## src/rtl/nand_front_pkg.sv

```systemverilog
`timescale 1ns/1ps
package nand_front_pkg;

  typedef enum logic [2:0] {
    AK_NONE,
    AK_CTRL,
    AK_TIMING,
    AK_DATA,
    AK_ADDR,
    AK_CMD
  } acc_kind_e;

  typedef enum logic [1:0] {
    SQ_IDLE,
    SQ_SETUP,
    SQ_LOW,
    SQ_HIGH
  } seq_state_e;

  typedef struct packed {
    logic       cle;
    logic       ale;
    logic       rd;
    logic [7:0] wbyte;
  } flash_op_t;

  localparam int CTRL_OFS     = 'h000;
  localparam int TIMING_OFS   = 'h004;
  localparam int WIN_BASE     = 'h800;
  localparam int PORT_DATA    = 'h00;
  localparam int PORT_ADDR    = 'h04;
  localparam int PORT_CMD     = 'h08;
  localparam logic [31:0] TIMING_RESET = 32'h0000_1081;

endpackage

```

## src/rtl/nand_host_decode.sv

```systemverilog
`timescale 1ns/1ps
module nand_host_decode
  import nand_front_pkg::*;
#(
  parameter int ADDR_W     = 12,
  parameter int NUM_BANKS  = 4,
  parameter int BANK_IDX_W = $clog2(NUM_BANKS)
) (
  input  logic [ADDR_W-1:0]     addr,
  output acc_kind_e             kind,
  output logic [BANK_IDX_W-1:0] bank
);

  localparam int PAGE_W = ADDR_W - 8;
  localparam logic [PAGE_W-1:0] WIN_PAGE = PAGE_W'(WIN_BASE >> 8);
  localparam logic [PAGE_W-1:0] WIN_LAST = PAGE_W'((WIN_BASE >> 8) + NUM_BANKS - 1);

  logic [PAGE_W-1:0] page;
  logic [PAGE_W-1:0] rel;
  logic              in_win;
  logic              unused_rel_hi;

  assign page          = addr[ADDR_W-1:8];
  assign rel           = page - WIN_PAGE;
  assign in_win        = (page >= WIN_PAGE) && (page <= WIN_LAST);
  assign unused_rel_hi = ^rel[PAGE_W-1:BANK_IDX_W];

  always_comb begin
    kind = AK_NONE;
    bank = rel[BANK_IDX_W-1:0];
    if (addr == ADDR_W'(CTRL_OFS)) begin
      kind = AK_CTRL;
    end else if (addr == ADDR_W'(TIMING_OFS)) begin
      kind = AK_TIMING;
    end else if (in_win) begin
      case (addr[7:0])
        8'(PORT_DATA): kind = AK_DATA;
        8'(PORT_ADDR): kind = AK_ADDR;
        8'(PORT_CMD):  kind = AK_CMD;
        default:       kind = AK_NONE;
      endcase
    end
  end

endmodule

```

## src/rtl/nand_ctrl_regs.sv

```systemverilog
`timescale 1ns/1ps
module nand_ctrl_regs
  import nand_front_pkg::*;
#(
  parameter int NUM_BANKS = 4,
  parameter int CE_W      = 8,
  parameter int TF_W      = 6,
  parameter int DATA_W    = 32
) (
  input  logic                 clk,
  input  logic                 rst_n,
  input  logic                 ctrl_we,
  input  logic                 timing_we,
  input  logic [DATA_W-1:0]    wdata,
  input  logic [NUM_BANKS-1:0] rb_n_in,
  output logic [NUM_BANKS-1:0] ce_bank,
  output logic                 wp_off,
  output logic                 ready,
  output logic [TF_W-1:0]      low_w,
  output logic [TF_W-1:0]      high_w,
  output logic [TF_W-1:0]      setup_w,
  output logic [DATA_W-1:0]    ctrl_rd,
  output logic [DATA_W-1:0]    timing_rd
);

  localparam int TIM_W = 3 * TF_W;

  logic [CE_W:0]          ctrl_q, ctrl_d;
  logic [TIM_W-1:0]       timing_q, timing_d;
  logic [NUM_BANKS-1:0]   rb_q1, rb_q2;
  logic                   unused_wdata_hi;

  assign unused_wdata_hi = ^wdata[DATA_W-1:TIM_W];

  always_comb begin
    ctrl_d   = ctrl_q;
    timing_d = timing_q;
    if (ctrl_we)   ctrl_d   = wdata[CE_W:0];
    if (timing_we) timing_d = wdata[TIM_W-1:0];
  end

  always_ff @(posedge clk or negedge rst_n) begin
    if (!rst_n) begin
      ctrl_q   <= {1'b1, {CE_W{1'b0}}};
      timing_q <= TIMING_RESET[TIM_W-1:0];
    end else begin
      if (ctrl_we)   ctrl_q   <= ctrl_d;
      if (timing_we) timing_q <= timing_d;
    end
  end

  always_ff @(posedge clk or negedge rst_n) begin
    if (!rst_n) begin
      rb_q1 <= '1;
      rb_q2 <= '1;
    end else begin
      rb_q1 <= rb_n_in;
      rb_q2 <= rb_q1;
    end
  end

  assign ce_bank = ctrl_q[NUM_BANKS-1:0];
  assign wp_off  = ctrl_q[CE_W];
  assign ready   = |(ctrl_q[NUM_BANKS-1:0] & rb_q2);
  assign low_w   = timing_q[TF_W-1:0];
  assign high_w  = timing_q[2*TF_W-1:TF_W];
  assign setup_w = timing_q[3*TF_W-1:2*TF_W];

  always_comb begin
    ctrl_rd            = '0;
    ctrl_rd[CE_W+1:0]  = {ready, ctrl_q};
    timing_rd          = '0;
    timing_rd[TIM_W-1:0] = timing_q;
  end

  // with nothing selected the ready flag must read low
  p_ready_none_r3: assert property (@(posedge clk) disable iff (!rst_n)
    (ctrl_q[NUM_BANKS-1:0] == '0) |-> !ready);

endmodule

```

## src/rtl/nand_strobe_seq.sv

```systemverilog
`timescale 1ns/1ps
module nand_strobe_seq
  import nand_front_pkg::*;
#(
  parameter int TF_W = 6
) (
  input  logic            clk,
  input  logic            rst_n,
  input  logic            start,
  input  flash_op_t       op,
  input  logic [TF_W-1:0] low_w,
  input  logic [TF_W-1:0] high_w,
  input  logic [TF_W-1:0] setup_w,
  input  logic [7:0]      dq_in,
  output logic            done,
  output logic [7:0]      rd_byte,
  output logic            cle,
  output logic            ale,
  output logic            we_n,
  output logic            re_n,
  output logic [7:0]      dq_out,
  output logic            dq_oe
);

  seq_state_e      state_q, state_d;
  logic [TF_W-1:0] cnt_q, cnt_d;
  flash_op_t       op_q, op_d;
  logic [7:0]      rd_q, rd_d;
  logic            adv;

  function automatic logic [TF_W-1:0] eff(input logic [TF_W-1:0] w);
    return (w == '0) ? TF_W'(1) : w;
  endfunction

  assign adv = (state_q != SQ_IDLE) || start;

  always_comb begin
    state_d = state_q;
    cnt_d   = cnt_q;
    op_d    = op_q;
    rd_d    = rd_q;
    done    = 1'b0;
    case (state_q)
      SQ_IDLE: begin
        if (start) begin
          state_d = SQ_SETUP;
          cnt_d   = eff(setup_w);
          op_d    = op;
        end
      end
      SQ_SETUP: begin
        if (cnt_q == TF_W'(1)) begin
          state_d = SQ_LOW;
          cnt_d   = eff(low_w);
        end else begin
          cnt_d = cnt_q - TF_W'(1);
        end
      end
      SQ_LOW: begin
        if (cnt_q == TF_W'(1)) begin
          state_d = SQ_HIGH;
          cnt_d   = eff(high_w);
          if (op_q.rd) rd_d = dq_in;
        end else begin
          cnt_d = cnt_q - TF_W'(1);
        end
      end
      SQ_HIGH: begin
        if (cnt_q == TF_W'(1)) begin
          state_d = SQ_IDLE;
          done    = 1'b1;
        end else begin
          cnt_d = cnt_q - TF_W'(1);
        end
      end
      default: state_d = SQ_IDLE;
    endcase
  end

  always_ff @(posedge clk or negedge rst_n) begin
    if (!rst_n) begin
      state_q <= SQ_IDLE;
      cnt_q   <= '0;
      op_q    <= '0;
      rd_q    <= '0;
    end else if (adv) begin
      state_q <= state_d;
      cnt_q   <= cnt_d;
      op_q    <= op_d;
      rd_q    <= rd_d;
    end
  end

  assign cle     = (state_q != SQ_IDLE) && op_q.cle;
  assign ale     = (state_q != SQ_IDLE) && op_q.ale;
  assign we_n    = !((state_q == SQ_LOW) && !op_q.rd);
  assign re_n    = !((state_q == SQ_LOW) && op_q.rd);
  assign dq_oe   = (state_q != SQ_IDLE) && !op_q.rd;
  assign dq_out  = op_q.wbyte;
  assign rd_byte = rd_q;

  // command and address latches never raised together
  p_cle_ale_excl_r5: assert property (@(posedge clk) disable iff (!rst_n)
    !(cle && ale));

  // latch lines and write byte hold while the write strobe stays low
  p_low_stable_r8: assert property (@(posedge clk) disable iff (!rst_n)
    (!we_n && $past(!we_n)) |-> $stable({cle, ale, dq_out}));

endmodule

```

## src/rtl/nand_port_front.sv

```systemverilog
`timescale 1ns/1ps
module nand_port_front
  import nand_front_pkg::*;
#(
  parameter int NUM_BANKS = 4,
  parameter int ADDR_W    = 12,
  parameter int DATA_W    = 32,
  parameter int CE_W      = 8,
  parameter int TF_W      = 6
) (
  input  logic                 clk,
  input  logic                 rst_n,
  input  logic                 host_req,
  input  logic                 host_we,
  input  logic [ADDR_W-1:0]    host_addr,
  input  logic [DATA_W-1:0]    host_wdata,
  output logic                 host_ack,
  output logic [DATA_W-1:0]    host_rdata,
  output logic [NUM_BANKS-1:0] nf_ce_n,
  output logic                 nf_cle,
  output logic                 nf_ale,
  output logic                 nf_we_n,
  output logic                 nf_re_n,
  output logic                 nf_wp_n,
  output logic [7:0]           nf_dq_out,
  output logic                 nf_dq_oe,
  input  logic [7:0]           nf_dq_in,
  input  logic [NUM_BANKS-1:0] nf_rb_n
);

  localparam int BANK_IDX_W = $clog2(NUM_BANKS);

  logic [1:0]            rst_pipe;
  logic                  rst_sn;
  acc_kind_e             kind;
  logic [BANK_IDX_W-1:0] bank;
  logic [NUM_BANKS-1:0]  ce_bank;
  logic                  wp_off, ready;
  logic [TF_W-1:0]       low_w, high_w, setup_w;
  logic [DATA_W-1:0]     ctrl_rd, timing_rd;
  logic                  accept, bank_on, need_cycle;
  logic                  ctrl_we, timing_we;
  flash_op_t             op;
  logic                  seq_done;
  logic [7:0]            seq_rd;
  logic                  busy_q, busy_d, ack_q, ack_d;
  logic [DATA_W-1:0]     rdata_q, rdata_d;

  always_ff @(posedge clk or negedge rst_n) begin
    if (!rst_n) rst_pipe <= 2'b00;
    else        rst_pipe <= {rst_pipe[0], 1'b1};
  end
  assign rst_sn = rst_pipe[1];

  nand_host_decode #(
    .ADDR_W(ADDR_W), .NUM_BANKS(NUM_BANKS), .BANK_IDX_W(BANK_IDX_W)
  ) u_decode (
    .addr(host_addr), .kind(kind), .bank(bank)
  );

  nand_ctrl_regs #(
    .NUM_BANKS(NUM_BANKS), .CE_W(CE_W), .TF_W(TF_W), .DATA_W(DATA_W)
  ) u_regs (
    .clk(clk), .rst_n(rst_sn), .ctrl_we(ctrl_we), .timing_we(timing_we),
    .wdata(host_wdata), .rb_n_in(nf_rb_n), .ce_bank(ce_bank),
    .wp_off(wp_off), .ready(ready), .low_w(low_w), .high_w(high_w),
    .setup_w(setup_w), .ctrl_rd(ctrl_rd), .timing_rd(timing_rd)
  );

  assign accept     = host_req && !busy_q && !ack_q;
  assign bank_on    = ce_bank[bank];
  assign need_cycle = accept && bank_on &&
                      ((kind == AK_DATA) ||
                       (host_we && ((kind == AK_ADDR) || (kind == AK_CMD))));
  assign ctrl_we    = accept && host_we && (kind == AK_CTRL);
  assign timing_we  = accept && host_we && (kind == AK_TIMING);

  always_comb begin
    op.cle   = (kind == AK_CMD);
    op.ale   = (kind == AK_ADDR);
    op.rd    = !host_we;
    op.wbyte = host_wdata[7:0];
  end

  nand_strobe_seq #(.TF_W(TF_W)) u_seq (
    .clk(clk), .rst_n(rst_sn), .start(need_cycle), .op(op),
    .low_w(low_w), .high_w(high_w), .setup_w(setup_w), .dq_in(nf_dq_in),
    .done(seq_done), .rd_byte(seq_rd), .cle(nf_cle), .ale(nf_ale),
    .we_n(nf_we_n), .re_n(nf_re_n), .dq_out(nf_dq_out), .dq_oe(nf_dq_oe)
  );

  always_comb begin
    busy_d  = busy_q;
    ack_d   = 1'b0;
    rdata_d = rdata_q;
    if (accept) begin
      if (need_cycle) begin
        busy_d = 1'b1;
      end else begin
        ack_d   = 1'b1;
        rdata_d = '0;
        if (!host_we) begin
          case (kind)
            AK_CTRL:   rdata_d = ctrl_rd;
            AK_TIMING: rdata_d = timing_rd;
            AK_DATA:   rdata_d = DATA_W'(8'hFF);
            default:   rdata_d = '0;
          endcase
        end
      end
    end else if (busy_q && seq_done) begin
      busy_d  = 1'b0;
      ack_d   = 1'b1;
      rdata_d = DATA_W'(seq_rd);
    end
  end

  always_ff @(posedge clk or negedge rst_sn) begin
    if (!rst_sn) begin
      busy_q  <= 1'b0;
      ack_q   <= 1'b0;
      rdata_q <= '0;
    end else begin
      busy_q  <= busy_d;
      ack_q   <= ack_d;
      rdata_q <= rdata_d;
    end
  end

  assign host_ack   = ack_q;
  assign host_rdata = rdata_q;
  assign nf_ce_n    = ~ce_bank;
  assign nf_wp_n    = wp_off;

  // completion lasts exactly one cycle
  p_ack_pulse_r9: assert property (@(posedge clk) disable iff (!rst_sn)
    host_ack |=> !host_ack);

  // at most one strobe low at a time
  p_strobe_excl_r7: assert property (@(posedge clk) disable iff (!rst_sn)
    $onehot0({~nf_we_n, ~nf_re_n}));

  // strobes stay idle unless a flash access is in flight
  p_idle_quiet_r10: assert property (@(posedge clk) disable iff (!rst_sn)
    !busy_q |-> (nf_we_n && nf_re_n));

endmodule

```

## config.mk

```make
export PLATFORM = sky130hd
export DESIGN_NAME = nand_port_front
export DESIGN_NICKNAME = d
export VERILOG_FILES = /design/src/rtl/nand_front_pkg.sv /design/src/rtl/nand_host_decode.sv /design/src/rtl/nand_ctrl_regs.sv /design/src/rtl/nand_strobe_seq.sv /design/src/rtl/nand_port_front.sv
export SDC_FILE = /design/constraint.sdc
export NUM_CORES = 1
export LEC_CHECK = 0
export ABC_AREA = 0
export BUFFER_PORTS_ARGS = -buffer_cell sky130_fd_sc_hd__buf_4
export CAP_MARGIN = 30
export CELL_PAD_IN_SITES_DETAIL_PLACEMENT = 0
export CELL_PAD_IN_SITES_GLOBAL_PLACEMENT = 1
export CORE_UTILIZATION = 35
export CTS_CLUSTER_SIZE = 10
export DETAILED_ROUTE_END_ITERATION = 16
export GPL_TIMING_DRIVEN = 0
export PLACE_DENSITY_LB_ADDON = 0.3
export REMOVE_ABC_BUFFERS = 1
export SETUP_SLACK_MARGIN = 0.15
export SLEW_MARGIN = 40
export SYNTH_ARGS = -nofsm -noshare
export SYNTH_HDL_FRONTEND = slang
export SYNTH_SLANG_ARGS = --single-unit
```

## constraint.sdc

```tcl
create_clock -name clk -period 2.6 [get_ports clk]
set_clock_uncertainty 0.15 [all_clocks]
set_input_delay 0.39 -clock clk [delete_from_list [all_inputs] [get_ports clk]]
set_output_delay 0.39 -clock clk [all_outputs]
set_load 0.02 [all_outputs]
```

==> results of run 1 <==
cells by family after synthesis:
family                     Yosys count  share of synthesized area
DFF                                 84                      0.501
AOI/OAI and AO/OA                   77                      0.133
and+or+nand+nor                     75                      0.108
muxes                               57                      0.163
buffers and inverters               51                     0.0687
adders and majority gates            7                     0.0207
other                                2                    0.00178
xor gates and xnor gates             2                    0.00415
per-stage QoR:
stage | setup TNS (ns) | instances
after floorplan | -3.38 | 329
after global placement | -91.59 | 554
after detailed placement | -0.207 | 558
after CTS | 0 | 583
after global routing | 0 | 585
final | 0 | 585
worst reg2reg max path, stage by stage, from the launching register on:
cell     delay, ns
dfrtp_1       0.44
nor4b_2       0.41
nand4_1       0.21
buf_4         0.21
nor3_4        0.22
buf_4         0.22
mux2_2        0.34
metal layers:
layer / vias up / global-route usage / part of all wire / wire [um]
met5: - / 0 / 0 / 0
met4: 0 / 0.0883 / 0.025 / 247
met3: 13 / 0.0294 / 0.045 / 454
met2: 94 / 0.266 / 0.45 / 4560
met1: 1482 / 0.237 / 0.48 / 4810
li1: 1415 / - / - / -
path summary, 6_finish.rpt:
kind                                        to  depth (start not counted)           start  slack, ns
max in group asynchronous  u_regs.timing_q[12]                          1     rst_pipe[1]       1.73
min                              host_rdata[8]                          0     rst_pipe[1]       0.04
max                            u_seq.dq_out[2]                          6          busy_q       0.28
min in group clk           u_regs.timing_q[13]                          2  host_wdata[13]       0.13
max reg2reg                    u_seq.dq_out[2]                          6          busy_q       0.28
min reg2reg                      host_rdata[8]                          0     rst_pipe[1]       0.04
where the power goes:
part / switching [uW] / internal (uW) / leakage [uW]
clock: 516 / 871 / 0.000152
combinational: 85.3 / 63.3 / 0.00135
sequential: 7.29 / 1320 / 0.00109
total: 608 / 2260 / 0.00260
layout by cell type, fill, tap and decap left out, types with 11 or more instances in the layout:
cell,count
dfrtp_1,71
o21ai_0,13
nand2_1,18
dfstp_2,12
mux2_2,34
a21oi_1,22
nor2_1,11
buf_4,87
a22o_1,20
conb_1,15
inv_1,12
area by class of cell:
cell class	instances	area share
inverter	12	0.00836
clock inverter	5	0.0156
clock buffer	11	0.0450
timing repair buffer	97	0.149
tap	143	0.0332
multi-input combinational	233	0.355
sequential	84	0.393
timing repair:
action                     4_1_cts  5_1_grt
gates resized for setup          4        6
hold endpoints to repair         5        1
setup buffers                    5        1
setup endpoints to repair       39       39
hold buffers                     4        1
pin swaps                        2        1
flip-flops by register name (all words and copies together), names as in the netlist:
register / flops
u_seq.state_q: 2
u_seq.op_q: 3
host_rdata: 18
rst_pipe: 2
u_regs.ctrl_q: 9
u_regs.timing_q: 18
host_ack: 1
u_regs.rb_q2: 4
u_seq.cnt_q: 6
u_seq.dq_out: 8
u_regs.rb_q1: 4
busy_q: 1
u_seq.rd_byte: 8
==> summary.txt, run 1 <==
Detailed routing
  – Initial DRC count: 155
  – Routed wire length: 10,100 um
  – Via count: 3,004
  – Post-DR vias/cell: 5.14
  – First drt pass iteration count: 12
  – WL per Instance: 17.2 um
  – Final ANT Viol Nets: 0
  – DR DRC count: 6

STA
  – Hold Violations, Final: 0
  – F_max: 0.430 GHz
  – Unrepaired setup endpoints after global routing: no
  – Worst hold slack: 0.0420 ns
  – Max Transition Viols Final: 0
  – Slew headroom: 0.521
  – Final setup vio count: 0
  – Final min period: 2.32 ns
  – Least-Margin Pin Slew: 0.717 ns
  – Fin crit share: 0.894
  – Worst setup margin: 0.275 ns

Outcome
  – Failing checks: DRC
  – Outcome: finished with violations

Floorplan
  – Area of the die: 12,500 um^2
  – Starting Density: 0.365
  – Die Width: 112 um
  – Core Region: 11,600 um^2
  – Row cnt: 39
  – Chip height: 112 um
  – I/O pin count: 111

Synthesis
  – Sequential cell area fraction in the yosys report: 0.501
  – Synth area leader: dfrtp_1
  – Synth Warn #: 0
  – Count leader, synth: dfrtp_1
  – Commonest cells post-synth: dfrtp_1, mux2_2, buf_4
  – Asr flop ratio synth: 1.00
  – Synthesized area: 4220 um^2
  – Cell variety after synth: 53
  – Main synth FF type: dfrtp_1
  – FF+latch count, synth: 84
  – Post-synthesis cell count: 355
  – Top-area cell type share of the netlist area: 0.427
  – Largest cells by area after synthesis: dfrtp_1, mux2_2, dfstp_2
  – EDFF count, synth: 0
  – Syn_area_per_cell: 11.9 um^2

Final layout
  – FILL cells: 1,076
  – Sequential cell area: 2120 um^2
  – Final core utilization: 0.466
  – Share of post-route cells with drive strength above 1: 0.414
  – Design Area, Final: 5390 um^2
  – N_diodes: 0
  – Layout Nets: 504
  – Multi-input logic area: 1920 um^2
  – Syn-to-layout area delta: 27.6%

Clocking
  – Max clock buf depth: 2
  – CTS Buf Count: 9
  – Clk Latency, worst-skew pair: 0.34 ns
  – # clock sinks: 84
  – Worst-path clk slew: 0.06 ns
  – Root Driver: clkbuf_16
  – CTS tree: yes
  – CTS H-Tree Depth: 3

Worst hold path
  – HP Class: reg -> async

Placed design
  – Buffers on Ports: 82
  – GPL Wtd Cong: 0.784
  – Detailed Place HPWL: 7510 um
  – Cell Area, Placed: 4880 um^2
  – Dpl ws: -0.0165 ns

Setup path
  – Crit path largest cell delay: 0.44 ns
  – Critical Path RT: 2.67 ns
  – CP Class: reg -> reg
  – Largest fanout on the critical path: 6
  – Worst path buffer plus inverter count: 2
  – CP top delay family: simple AND/OR/NAND/NOR gates
  – Worst path cell trace: nor4b_2, nand4_1, buf_4, nor3_4, buf_4, mux2_2
  – Setup crit end kind: flop
  – Startpoint Class: flop
  – CP most frequent cell: buf_4
  – Worst Path Arrival: 2.40 ns
  – Slowest-stage cell, CP: dfrtp_1

GRT
  – GRT Util Overall: 0.174
  – Initial antenna violation count: 0
  – Overflow after GRT: 0
  – Vias in the first global route: 3,067
  – First-pass GRT wire length: 16,400 um
  – Largest net degree at the start of global routing: 40

Run
  – Max cap viols: 0

Pwr
  – Worst vdd ir: 0.283 mV
  – Leak: 0.00260 uW
  – P per Cell Area: 531 nW/um^2
  – Final Total Pwr: 2860 uW
Power figures use the tool's default switching activity.
==> run 2: changes to the inputs <==
Settings changed: REMOVE_ABC_BUFFERS 1 to default.
==> run 2 against run 1 <==
Compared with the run above:
- the flow still finishes with violations (DRC)
- sequential cell count is the same
- sequential power about the same
- clock-buffer cell count fell by 2
- global-route usage is essentially flat
- non-clock buffer count up 36
- worst setup slack worse by 0.013 ns
- cell area rose by 2.9%
- die area is the same
- register-to-register slack barely moved
- via count is 4.8% higher
- routed wire length grew 2.3%
- critical path depth fell by 1
- critical path type unchanged
- critical endpoint is now u_regs.ctrl_q[1]
- largest power group unchanged
==> summary.txt, run 2 (synthesis results as in run 1) <==
Setup path
  – Cell depth of the worst setup path: 5
  – Worst Path Arrival: 2.41 ns
  – Largest fanout on the critical path: 10
  – Worst path cell trace: or3b_1, buf_4, nor3_4, nand4b_2, mux2_2
  – CP Class: reg -> reg
  – Slowest-stage cell, CP: dfrtp_1
  – Setup crit end kind: flop
  – Critical Path RT: 2.67 ns
  – Crit path largest cell delay: 0.44 ns
  – Reg2reg path depth: 5
  – Startpoint Class: flop
  – Worst path buffer plus inverter count: 1
  – CP top delay family: simple AND/OR/NAND/NOR gates

Worst hold path
  – HP Class: in -> reg
  – Worst hold path cell count: 1

Clocking
  – CTS H-Tree Depth: 3
  – Worst-path clk slew: 0.06 ns
  – Max clock buf depth: 2
  – # clock sinks: 84
  – CTS Buf Count: 9
  – Clk Latency, worst-skew pair: 0.34 ns
  – CTS tree: yes
  – Root Driver: clkbuf_16

Detailed routing
  – WL per Instance: 16.6 um
  – Routed wire length: 10,300 um
  – DR DRC count: 8
  – First drt pass iteration count: 11
  – Via count: 3,149
  – Post-DR vias/cell: 5.07
  – Initial DRC count: 152
  – Final ANT Viol Nets: 0

STA
  – Worst setup margin: 0.262 ns
  – Max Transition Viols Final: 0
  – Hold Violations, Final: 0
  – Fin crit share: 0.899
  – Slew headroom: 0.571
  – Final setup vio count: 0
  – Unrepaired setup endpoints after global routing: no
  – Final min period: 2.34 ns
  – F_max: 0.428 GHz
  – Least-Margin Pin Slew: 0.642 ns

Floorplan
  – I/O pin count: 111
  – Row cnt: 39
  – Die Width: 112 um
  – Starting Density: 0.365
  – Chip height: 112 um
  – Core Region: 11,600 um^2
  – Area of the die: 12,500 um^2

Placed design
  – Placed Cells: 593
  – Cell Area, Placed: 5080 um^2
  – Detailed Place HPWL: 7730 um
  – Buffers on Ports: 81
  – Dpl ws: -0.0895 ns
  – GPL Wtd Cong: 0.822

Pwr
  – Clock Power Share: 0.475
  – Logic gate share of total power: 0.053
  – Cell-internal power: 2160 uW
  – Sequential share of power: 0.472
  – P per Cell Area: 510 nW/um^2
  – Switching part of the total: 0.236
  – Worst vdd ir: 0.255 mV
  – Sw power: 666 uW
  – Leak: 0.00272 uW
  – Final Total Pwr: 2830 uW

Outcome
  – Outcome: finished with violations
  – Failing checks: DRC

Final layout
  – Layout Nets: 540
  – Most common cell after layout, fill and taps aside: buf_4
  – Design Area, Final: 5550 um^2
  – Most frequent cells in the layout: buf_4, dfrtp_1, mux2_2, a21oi_1, a22o_1
  – Syn-to-layout area delta: 31.3%
  – N_diodes: 0
  – Share of post-route cells with drive strength above 1: 0.441
  – Final Non-Filler Cells: 621

GRT
  – Largest net degree at the start of global routing: 45
  – GRT Util Overall: 0.174
  – Vias in the first global route: 3,166
  – Overflow after GRT: 0
  – First-pass GRT wire length: 16,800 um
  – Initial antenna violation count: 0

Run
  – Max cap viols: 0
==> run 2: cell count changes in the layout (fill, tap and decap cells not counted), sizes merged <==
cell | before | now
dlygate4sd3 | 5 | 3
clkinvlp | 2 | 0
clkinv | 0 | 3
buf | 92 | 120
inv | 13 | 15
clkbuf | 11 | 19
bufinv | 2 | 1
==> run 2: area by class of cell <==
type / instances / area (um^2)
buffer: 39 / 251
clock buffer: 9 / 225
clock inverter: 7 / 92.6
fill: 1086 / 6020
inverter: 12 / 45.0
multi-input combinational: 233 / 1890
sequential: 84 / 2120
tap: 143 / 179
timing repair buffer: 94 / 738
==> run 2: per-stage QoR <==
step	setup TNS, ns	hold slack [ns]	util
3_3_place_gp	-1.12	0.0225	0.438
6_report	0	0.00855	0.480
4_1_cts	0	0.00340	0.471
2_1_floorplan	0	-0.0556	-
5_1_grt	0	0.00330	0.480
3_5_place_dp	-0.818	0.0252	0.439
==> run 2: timing repair <==
item / CTS / global route
endpoints found under the hold margin: 4 / 0
hold buffers: 3 / 0
pin swaps: 0 / 3
resized for setup: 7 / 4
setup buffers: 0 / 9
setup endpoints to repair: 22 / 39
==> run 2: metal layers <==
layer | GRT usage | routed length (um) | vias up
met1 | 0.243 | 4770 | 1564
met2 | 0.277 | 4900 | 92
met5 | 0 | 0 | -
met3 | 0.0256 | 502 | 9
met4 | 0.0595 | 125 | 0
li1 | - | - | 1484
==> run 2: worst paths after layout <==
check / start / to / slack, ns
setup / recovery: busy_q / u_regs.ctrl_q[1] / 0.26
hold / removal: nf_rb_n[2] / u_regs.rb_q1[2] / 0.009
setup reg to reg: busy_q / u_regs.ctrl_q[1] / 0.26
hold reg to reg: rst_pipe[1] / u_regs.timing_q[11] / 0.16
max in group asynchronous: rst_pipe[1] / u_regs.timing_q[0] / 1.46
min in group asynchronous: rst_pipe[1] / u_regs.timing_q[11] / 0.16
==> run 2: power groups by stage <==
stage / logic [uW] / clock network, uW / registers [uW]
6_report: 150 / 1340 / 1330
5_1_grt: 163 / 1430 / 1340
4_1_cts: 149 / 1370 / 1330
3_5_place_dp: 146 / 0 / 1360
3_3_place_gp: 127 / 0 / 1370
2_1_floorplan: 55.5 / 0 / 1360
==> run 3: changes to the inputs <==
Settings changed: HOLD_SLACK_MARGIN from default to 0.12.
Clock period 2.6 ns to 2.85 ns, I/O delays scaled along.
==> run 3 against run 2 <==
Compared with the run above:
- the flow still finishes with violations (DRC)
- first-iteration DRC count is 4.6% lower
- sequential power fell by 8%
- worst setup slack improved by 0.068 ns
- cell area fell by 2.4%
- clock-buffer cell count up 1
- routed wire length down 1.7%
- global-route usage down 0.14 points
- sequential cell count unchanged
==> summary.txt, run 3 (synthesis results as in run 1) <==
Clocking
  – Root Driver: clkbuf_16
  – CTS tree: yes
  – Setup Buffers After CTS: 0
  – CTS H-Tree Depth: 3
  – Clk Latency, worst-skew pair: 0.34 ns
  – Worst-path clk slew: 0.06 ns
  – Max clock buf depth: 2
  – # clock sinks: 84
  – CTS Buf Count: 9

Floorplan
  – Chip height: 112 um
  – Die Width: 112 um
  – Core Region: 11,600 um^2
  – Area of the die: 12,500 um^2
  – I/O pin count: 111
  – Starting Density: 0.365
  – Row cnt: 39

Final layout
  – Share of post-route cells with drive strength above 1: 0.418
  – Syn-to-layout area delta: 28.2%
  – Layout Nets: 533
  – Most common cell after layout, fill and taps aside: buf_4
  – Most frequent cells in the layout: buf_4, dfrtp_1, mux2_2, a21oi_1, a22o_1
  – N_diodes: 0
  – FILL cells: 1,088

Outcome
  – Outcome: finished with violations
  – Failing checks: DRC

Setup path
  – Crit path largest cell delay: 0.50 ns
  – Slowest-stage cell, CP: nor3_1
  – Crit. Startpoint: u_seq.cnt_q[2]
  – CP Class: reg -> reg
  – Reg-to-Reg Start: u_seq.cnt_q[2]
  – Reg2reg path depth: 6
  – Worst path cell trace: nor3_1, and2_1, clkbuf_1, and3_1, buf_2, mux2_2
  – Critical Path RT: 2.92 ns
  – Largest fanout on the critical path: 8
  – Startpoint Class: flop
  – Worst Path Arrival: 2.59 ns
  – Setup crit end kind: flop

GRT
  – First-pass GRT wire length: 16,500 um
  – Vias in the first global route: 3,120
  – GRT Util Overall: 0.173
  – Initial antenna violation count: 0
  – Overflow after GRT: 0
  – Largest net degree at the start of global routing: 45

STA
  – Least-Margin Pin Slew: 0.622 ns
  – F_max: 0.397 GHz
  – Hold Violations, Final: 0
  – Fin crit share: 0.884
  – Final setup TNS: 0 ns
  – Worst hold slack: 0.162 ns
  – Slew headroom: 0.584
  – Unrepaired setup endpoints after global routing: no
  – Max Transition Viols Final: 0
  – Final setup vio count: 0
  – Final min period: 2.52 ns

Detailed routing
  – DR DRC count: 9
  – Initial DRC count: 145
  – First drt pass iteration count: 10
  – Post-DR vias/cell: 5.03
  – WL per Instance: 16.5 um
  – Routed wire length: 10,100 um
  – Final ANT Viol Nets: 0
  – Via count: 3,089

Pwr
  – Leak: 0.00265 uW
  – P per Cell Area: 448 nW/um^2
  – Final Total Pwr: 2430 uW
  – Worst vdd ir: 0.221 mV

Run
  – Max cap viols: 0

Worst hold path
  – HP Class: reg -> async

Placed design
  – GPL Wtd Cong: 0.820
  – Detailed Place HPWL: 7690 um
  – Buffers on Ports: 81
## run 3: cell count changes in the layout (fill, tap and decap cells not counted), moves of 2 or more
cell           before  now
buf_4             113  104
clkbuf_1            8   10
clkinv_2            0    3
dlygate4sd3_1       3    5
## run 3: through the flow
step,instances,cell area [um^2],setup WS (ns),util
floorplan,368,4270,0.208,-
global placement,592,5060,-0.755,0.437
detailed placement,593,5080,0.0423,0.439
CTS,614,5410,0.165,0.467
global route,614,5420,0.209,0.468
finish,614,5420,0.329,0.468
## run 3: power breakdown
group	internal, uW	total (uW)	switching (uW)
sequential	1200	1220	12.7
clock	591	1070	482
combinational	67.1	137	69.5
## run 3: worst paths after layout
kind                                       end  slack (ns)
min in group clk              u_seq.rd_byte[6]        0.17
setup reg to reg              u_seq.rd_byte[2]        0.33
hold reg to reg            u_regs.timing_q[11]        0.16
hold / removal             u_regs.timing_q[11]        0.16
max in group asynchronous   u_regs.timing_q[7]        1.72
setup / recovery              u_seq.rd_byte[2]        0.33
## run 3: area by class of cell
cell class              count  area [um^2]  area share
flip-flops and latches     84         2120       0.392
repair buffers             87          678       0.125
clock buffers              10          229      0.0423
plain buffers              39          248      0.0457
inverters                  12         45.0     0.00832
well taps                 143          179      0.0330
multi-input cells         233         1880       0.346
clock inverters             6         40.0     0.00739
## run 3: what timing repair did
| item | CTS | global route |
|---|---|---|
| endpoints found under the setup margin | 8 | 14 |
| hold buffers | 5 | 0 |
| resized for setup | 1 | 5 |
| cloned | 0 | 0 |
| pin swaps | 0 | 0 |
| endpoints found under the hold margin | 6 | 0 |
## run 3: per-layer routing
metal  global-route usage  wire, um  up-vias
met4               0.0613       174        0
li1                     -         -     1469
met2                0.265      4590       84
met3               0.0359       526       11
met5                    0         0        -
met1                0.241      4840     1525
## run 3: critical path: cells and delay by family (launching register included)
| kind | cells | cell delay (ns) |
|---|---|---|
| buf+inv | 2 | 0.55 |
| flops | 1 | 0.41 |
| mux | 1 | 0.36 |
| simple gates | 3 | 0.92 |
